File: config.mk
export PLATFORM = sky130hd
export DESIGN_NAME = dbg_seq_top
export DESIGN_NICKNAME = d
export VERILOG_FILES = /design/src/rtl/dbg_seq_pkg.sv /design/src/rtl/dbg_seq_arb.sv /design/src/rtl/dbg_seq_pend.sv /design/src/rtl/dbg_seq_out.sv /design/src/rtl/dbg_seq_top.sv
export SDC_FILE = /design/constraint.sdc
export NUM_CORES = 1
export LEC_CHECK = 0
export ABC_AREA = 1
export BUFFER_PORTS_ARGS = -buffer_cell sky130_fd_sc_hd__buf_2
export CELL_PAD_IN_SITES_DETAIL_PLACEMENT = 1
export CELL_PAD_IN_SITES_GLOBAL_PLACEMENT = 1
export CORE_MARGIN = 2
export CORE_UTILIZATION = 30
export DETAILED_ROUTE_END_ITERATION = 8
export HOLD_SLACK_MARGIN = 0.08
export PLACE_DENSITY = 0.8
export REMOVE_ABC_BUFFERS = 1
export SYNTH_ARGS = -nofsm -noshare
export SYNTH_HDL_FRONTEND = slang
export SYNTH_SLANG_ARGS = --single-unit
File: constraint.sdc
create_clock -name clk_i -period 3.25 [get_ports clk_i]
set_clock_uncertainty 0.1 [all_clocks]
set_input_delay 0.4875 -clock clk_i [delete_from_list [all_inputs] [get_ports clk_i]]
set_output_delay 0.4875 -clock clk_i [all_outputs]
set_load 0.005 [all_outputs]
File: src/rtl/dbg_seq_pkg.sv
package dbg_seq_pkg;
  localparam int unsigned NUM_SEQ = 3;
  localparam int unsigned CODE_W  = 2;

  typedef enum logic [2:0] {
    ST_ONE   = 3'd0,
    ST_TWO   = 3'd1,
    ST_THREE = 3'd2,
    ST_FINAL = 3'd3,
    ST_IDLE  = 3'd4
  } seq_state_e;

  typedef enum logic [1:0] {
    BRK_NONE = 2'd0,
    BRK_DBG  = 2'd1,
    BRK_SWI  = 2'd2,
    BRK_COP  = 2'd3
  } brk_kind_e;
endpackage

File: src/rtl/dbg_seq_arb.sv
module dbg_seq_arb
  import dbg_seq_pkg::*;
#(
  parameter int unsigned NUM_CMP = 4,
  localparam int unsigned IDX_W  = (NUM_CMP > 1) ? $clog2(NUM_CMP) : 1
) (
  input  logic                       clk_i,
  input  logic                       rst_ni,
  input  logic [NUM_CMP-1:0]         match_i,
  input  logic [NUM_CMP-1:0]         tagged_i,
  input  logic [NUM_CMP*CODE_W-1:0]  cfg_i,
  output logic                       hit_o,
  output logic [IDX_W-1:0]           idx_o,
  output logic [CODE_W-1:0]          nxt_o,
  output logic                       tag_o
);
  always_comb begin
    hit_o = 1'b0;
    idx_o = '0;
    // scan downward so the lowest index is kept
    for (int i = NUM_CMP - 1; i >= 0; i--) begin
      if (match_i[i]) begin
        hit_o = 1'b1;
        idx_o = IDX_W'(i);
      end
    end
    nxt_o = cfg_i[idx_o*CODE_W +: CODE_W];
    tag_o = tagged_i[idx_o];
  end


  lowest_wins_chk: assert property (@(posedge clk_i) disable iff (!rst_ni)
    hit_o |-> (match_i[idx_o] &&
               ((match_i & ((NUM_CMP'(1) << idx_o) - NUM_CMP'(1))) == '0)));
endmodule

File: src/rtl/dbg_seq_pend.sv
module dbg_seq_pend
  import dbg_seq_pkg::*;
(
  input  logic              clk_i,
  input  logic              rst_ni,
  input  logic              clr_i,
  input  logic              load_i,
  input  logic              load_tag_i,
  input  logic [CODE_W-1:0] load_nxt_i,
  input  logic              boundary_i,
  input  logic              tag_hit_i,
  output logic              fire_o,
  output logic [CODE_W-1:0] fire_nxt_o,
  output logic              busy_o
);
  logic              vld_q;
  logic              tag_q;
  logic [CODE_W-1:0] nxt_q;

  assign fire_o     = vld_q & (tag_q ? tag_hit_i : boundary_i);
  assign fire_nxt_o = nxt_q;
  assign busy_o     = vld_q;

  always_ff @(posedge clk_i or negedge rst_ni) begin
    if (!rst_ni) begin
      vld_q <= 1'b0;
      tag_q <= 1'b0;
      nxt_q <= '0;
    end else if (clr_i || fire_o) begin
      vld_q <= 1'b0;
    end else if (!vld_q && load_i) begin
      vld_q <= 1'b1;
      tag_q <= load_tag_i;
      nxt_q <= load_nxt_i;
    end
  end


  pend_hold_chk: assert property (@(posedge clk_i) disable iff (!rst_ni)
    (busy_o && !fire_o && !clr_i) |=> (busy_o && $stable(fire_nxt_o)));

  fire_clears_chk: assert property (@(posedge clk_i) disable iff (!rst_ni)
    fire_o |=> !busy_o);
endmodule

File: src/rtl/dbg_seq_out.sv
module dbg_seq_out
  import dbg_seq_pkg::*;
(
  input  logic      clk_i,
  input  logic      rst_ni,
  input  logic      arm_i,
  input  logic      enter_i,
  input  logic      trace_req_i,
  input  brk_kind_e brk_sel_i,
  input  logic      secure_i,
  output logic      trace_o,
  output logic      brk_dbg_o,
  output logic      brk_swi_o,
  output logic      brk_cop_o
);
  logic       trace_q;
  logic [2:0] brk_q;

  always_ff @(posedge clk_i or negedge rst_ni) begin
    if (!rst_ni) begin
      trace_q <= 1'b0;
      brk_q   <= '0;
    end else begin
      if (!arm_i)       trace_q <= 1'b0;
      else if (enter_i) trace_q <= trace_req_i;
      brk_q <= '0;
      if (enter_i) begin
        unique case (brk_sel_i)
          BRK_DBG: brk_q <= 3'b001;
          BRK_SWI: brk_q <= 3'b010;
          BRK_COP: brk_q <= 3'b100;
          default: brk_q <= 3'b000;
        endcase
      end
    end
  end

  // secure mode masks trace capture
  assign trace_o   = trace_q & ~secure_i;
  assign brk_dbg_o = brk_q[0];
  assign brk_swi_o = brk_q[1];
  assign brk_cop_o = brk_q[2];


  brk_onehot_chk: assert property (@(posedge clk_i) disable iff (!rst_ni)
    $onehot0({brk_dbg_o, brk_swi_o, brk_cop_o}));

  brk_pulse_chk: assert property (@(posedge clk_i) disable iff (!rst_ni)
    (brk_dbg_o || brk_swi_o || brk_cop_o) |=> !(brk_dbg_o || brk_swi_o || brk_cop_o));
endmodule

File: src/rtl/dbg_seq_top.sv
module dbg_seq_top
  import dbg_seq_pkg::*;
#(
  parameter int unsigned NUM_CMP = 4,
  localparam int unsigned SLICE_W = NUM_CMP * CODE_W,
  localparam int unsigned CFG_W   = NUM_SEQ * SLICE_W
) (
  input  logic               clk_i,
  input  logic               rst_ni,
  input  logic               arm_i,
  input  logic [NUM_CMP-1:0] cmp_match_i,
  input  logic [NUM_CMP-1:0] cmp_tagged_i,
  input  logic [CFG_W-1:0]   nxt_cfg_i,
  input  logic               tag_hi_i,
  input  logic               tag_lo_i,
  input  logic               cop_brk_i,
  input  logic               sw_trig_i,
  input  logic               boundary_i,
  input  logic               tag_hit_i,
  input  logic               secure_i,
  input  logic               trace_req_i,
  input  logic [1:0]         brk_sel_i,
  output logic [2:0]         state_o,
  output logic               trace_en_o,
  output logic               brk_dbg_o,
  output logic               brk_swi_o,
  output logic               brk_cop_o
);
  localparam int unsigned IDX_W = (NUM_CMP > 1) ? $clog2(NUM_CMP) : 1;

  seq_state_e         state_q, state_d;
  logic               active, direct, enter_final;
  logic [SLICE_W-1:0] slices [NUM_SEQ];
  logic [SLICE_W-1:0] cur_cfg;
  logic               arb_hit, arb_tag;
  logic [IDX_W-1:0]   arb_idx;
  logic [CODE_W-1:0]  arb_nxt;
  logic               pend_fire, pend_busy;
  logic [CODE_W-1:0]  pend_nxt;

  for (genvar s = 0; s < NUM_SEQ; s++) begin : g_slice
    assign slices[s] = nxt_cfg_i[s*SLICE_W +: SLICE_W];
  end

  assign active = (state_q == ST_ONE) || (state_q == ST_TWO) || (state_q == ST_THREE);
  assign direct = tag_hi_i | tag_lo_i | cop_brk_i | sw_trig_i;

  always_comb begin
    cur_cfg = '0;
    for (int s = 0; s < NUM_SEQ; s++) begin
      if (active && state_q[1:0] == 2'(s)) cur_cfg = slices[s];
    end
  end

  dbg_seq_arb #(.NUM_CMP(NUM_CMP)) u_arb (
    .clk_i    (clk_i),
    .rst_ni   (rst_ni),
    .match_i  (cmp_match_i),
    .tagged_i (cmp_tagged_i),
    .cfg_i    (cur_cfg),
    .hit_o    (arb_hit),
    .idx_o    (arb_idx),
    .nxt_o    (arb_nxt),
    .tag_o    (arb_tag)
  );

  dbg_seq_pend u_pend (
    .clk_i      (clk_i),
    .rst_ni     (rst_ni),
    .clr_i      (~arm_i | ~active | direct),
    .load_i     (arm_i & active & arb_hit & ~direct),
    .load_tag_i (arb_tag),
    .load_nxt_i (arb_nxt),
    .boundary_i (boundary_i),
    .tag_hit_i  (tag_hit_i),
    .fire_o     (pend_fire),
    .fire_nxt_o (pend_nxt),
    .busy_o     (pend_busy)
  );

  always_comb begin
    state_d = state_q;
    if (!arm_i) begin
      state_d = ST_IDLE;
    end else begin
      unique case (state_q)
        ST_IDLE:  state_d = ST_ONE;
        ST_FINAL: state_d = ST_FINAL;
        default: begin
          if (direct)         state_d = ST_FINAL;
          else if (pend_fire) state_d = seq_state_e'({1'b0, pend_nxt});
        end
      endcase
    end
  end

  assign enter_final = (state_d == ST_FINAL) && (state_q != ST_FINAL);

  always_ff @(posedge clk_i or negedge rst_ni) begin
    if (!rst_ni) state_q <= ST_IDLE;
    else         state_q <= state_d;
  end

  dbg_seq_out u_out (
    .clk_i       (clk_i),
    .rst_ni      (rst_ni),
    .arm_i       (arm_i),
    .enter_i     (enter_final),
    .trace_req_i (trace_req_i),
    .brk_sel_i   (brk_kind_e'(brk_sel_i)),
    .secure_i    (secure_i),
    .trace_o     (trace_en_o),
    .brk_dbg_o   (brk_dbg_o),
    .brk_swi_o   (brk_swi_o),
    .brk_cop_o   (brk_cop_o)
  );

  assign state_o = state_q;


  arm_start_chk: assert property (@(posedge clk_i) disable iff (!rst_ni)
    (state_o == 3'd4 && arm_i) |=> (state_o == 3'd0));

  shortcut_final_chk: assert property (@(posedge clk_i) disable iff (!rst_ni)
    (arm_i && direct && state_o < 3'd3) |=> (state_o == 3'd3));

  disarm_idle_chk: assert property (@(posedge clk_i) disable iff (!rst_ni)
    !arm_i |=> (state_o == 3'd4 && !trace_en_o && !pend_busy));

  final_hold_chk: assert property (@(posedge clk_i) disable iff (!rst_ni)
    (state_o == 3'd3 && arm_i) |=> (state_o == 3'd3));

  trace_final_only_chk: assert property (@(posedge clk_i) disable iff (!rst_ni)
    (state_o != 3'd3) |-> !trace_en_o);
endmodule

==> results.py <==
metrics = {
    "clocking": {
        "cts.clk_slew.worst_paths_ns": 0.08,
        "htreeDepth": 1,
        "cts_num_sinks": 11,
        "root_buffer": "clkbuf_4",
        "cts_tree": "yes",
        "cts_buffers": 3,
        "clockBufferDepth": 2,
        "postCtsSetupRepairBufs": 0,
        "clkLatencyLatePin_ns": 0.27,
    },
    "pwr": {
        "power.switching_uw": 123,
        "powerDensity_nw_per_um2": 302,
        "intPower_uw": 242,
        "total_leakage_power_uw": 0.000666,
        "ir_worst_vdd_mv": 0.233,
        "switching_share": 0.337,
        "comb_power_share": 0.303,
        "p_total_uw": 365,
        "power_frac_seq": 0.438,
        "pwr-share-clk": 0.259,
    },
    "layout": {
        "seqCellArea_um2": 277,
        "num_antenna_cells": 0,
        "fillers": 393,
        "multi_input_area_um2": 537,
        "drive_above_1_share": 0.406,
        "layout.nets": 233,
        "syn2layout_area_growth_pct": 37.0,
    },
    "placement": {
        "numPortBuffers": 51,
        "hpwl_um": 2400,
        "gp_congestion": 0.784,
    },
    "logic_synthesis": {
        "synth.most_common_cell": "nand2_1",
        "netlist-cell-type-count": 24,
        "synth_cells": 132,
        "synth-seq-area-share": 0.313,
        "synth_top_cell_area_share": 0.284,
        "async_reset_ff_frac": 1.00,
        "synth_seq_cells": 11,
        "synth_enable_flop_cells": 0,
        "ys.flop_type": "dfrtp_1",
        "synthTopCellsByCount": "nand2_1, nand3_1, inv_1",
        "syn_area_um2": 882,
        "yosys_warnings": 0,
        "synthTopCellsByArea": "dfrtp_1, nand2_1, nand3_1, inv_1, nor3_2",
        "yosysTopAreaCell": "dfrtp_1",
        "syn_area_per_cell_um2": 6.68,
    },
    "route": {
        "drt_iter0_drc": 45,
        "dr.pass1.iters": 4,
        "detail-route-antenna-nets": 0,
        "post_drt_wl_per_cell_um": 12.9,
        "finalWirelength_um": 2810,
        "viasPerCell": 4.97,
        "drcViolationCount": 0,
        "num_vias": 1083,
    },
    "setup_path": {
        "critPathMostFrequentCell": "nand3_1",
        "path_class": "reg2reg",
        "cp_data_required_time_ns": 3.32,
        "max_stage_delay_ns": 0.61,
        "r2r-end": "u_pend.fire_nxt_o[0]",
        "cp-start-kind": "register",
        "r2r_slack_ns": 1.46,
        "rr_startpoint": "state_o[2]",
        "path_cells": "inv_1, nand3_1, inv_2, nand2_1, nand3_1, a21oi_1, o21ai_1, nand3_1, nand2_1",
        "cp_max_fo": 11,
        "worst_path_max_delay_cell": "dfstp_2",
        "end_kind": "register",
        "r2r.worst_path.cells": 9,
        "cp_top_family": "flip-flops",
        "crit_arrival_ns": 1.85,
        "crit_buf_inv": 2,
    },
    "timing": {
        "tightest_slew_ns": 0.524,
        "min_period_ns": 1.79,
        "whs_ns": 0.278,
        "hold_viol": 0,
        "fmax_mhz": 559,
        "relSlewSlack": 0.649,
        "drv_slew": 0,
        "rsz0062_at_grt": "false",
        "period_share": 0.550,
        "setup_viol": 0,
        "tns_ns": 0,
    },
    "hold_path": {
        "hold_start": "brk_sel_i[1]",
        "hold_depth": 2,
        "hold_class": "in2reg",
        "whs_endpoint": "u_out.brk_q[0]",
    },
    "die": {
        "ios": 52,
        "die_y_um": 58.2,
        "initial_core_util": 0.317,
        "core_um2": 2780,
        "die_area_um2": 3390,
        "die_width_um": 58.2,
        "fp-row-count": 19,
    },
    "global_route": {
        "antenna_found_initial": 0,
        "grt_pass1_vias": 1151,
        "grt_pass1_wl_um": 4740,
        "grtUsageTotal": 0.176,
        "grt_start_max_net_pins": 12,
        "gr-total-overflow": 0,
    },
    "status": {
        "status": "finished, final reports clean",
    },
    "run": {
        "drv_cap": 0,
    },
}
[cells in the final DEF, fill, tap and decap left out, types with 3 or more instances in the layout]
cell,netlist,routed
inv_1,14,14
nor2_1,8,8
inv_2,3,3
nor3_2,4,4
nand2_1,40,40
dfrtp_1,10,10
clkbuf_4,0,3
buf_2,1,51
nor2_4,3,3
o21ai_0,3,3
nand3_1,25,25
nand3_2,3,3
[timing repair]
item | in CTS | in global routing
hold buffers | 1 | 0
gates resized for setup | 0 | 0
endpoints found under the hold margin | 10 | 0
[how the worst max path moves through the flow]
stage,from,to,cells after the start,slack (ns)
after detailed placement,state_o[2],u_pend.fire_nxt_o[0],9,1.45
after CTS,state_o[2],u_pend.fire_nxt_o[0],9,1.45
after global placement,state_o[2],u_pend.fire_nxt_o[0],9,1.48
after global routing,state_o[2],u_pend.fire_nxt_o[0],9,1.29
after floorplan,state_o[2],u_pend.fire_nxt_o[0],9,1.70
final,state_o[2],u_pend.fire_nxt_o[0],9,1.46
[state kept, by name, indices dropped and copies added (netlist names)]
register and flops:
u_pend.busy_o 1, u_out.trace_q 1, u_pend.fire_nxt_o 2, u_out.brk_q 3
state_o 3, u_pend.tag_q 1
[metrics by stage]
stage	instance area, µm²	cells	util	worst slack, ns
2_1_floorplan	877	131	-	1.70
3_3_place_gp	1170	213	0.421	1.48
3_5_place_dp	1170	213	0.421	1.45
4_1_cts	1210	218	0.435	1.45
5_1_grt	1210	218	0.435	1.29
6_report	1210	218	0.435	1.46
[power groups by stage]
| stage | Sequential, µW | Clock, µW | Combinational, µW |
|---|---|---|---|
| 2_1_floorplan | 161 | 0 | 60.2 |
| 3_3_place_gp | 162 | 0 | 106 |
| 3_5_place_dp | 162 | 0 | 110 |
| 4_1_cts | 160 | 99.3 | 112 |
| 5_1_grt | 161 | 106 | 126 |
| 6_report | 160 | 94.4 | 110 |
[cells by family after synthesis]
family / share of synthesized area
simple gates: 0.518
buf+inv: 0.0780
compound gates: 0.0908
flops: 0.313
[layer usage]
layer / track usage / vias up / part of all wire
met5: 0 / - / 0
met4: 0.0399 / 0 / 0
met3: 0.0201 / 0 / 0.062
met2: 0.352 / 36 / 0.54
met1: 0.194 / 505 / 0.40
li1: - / 542 / -
[final cells by class]
cell class                 instances  share of cell area
multi-input combinational        103               0.444
sequential                        11               0.229
timing repair buffer              52               0.219
inverter                          17              0.0528
tap                               31              0.0321
clock buffer                       3              0.0186
clock inverter                     1             0.00414
Note: power is estimated with default switching activity, not from simulation.
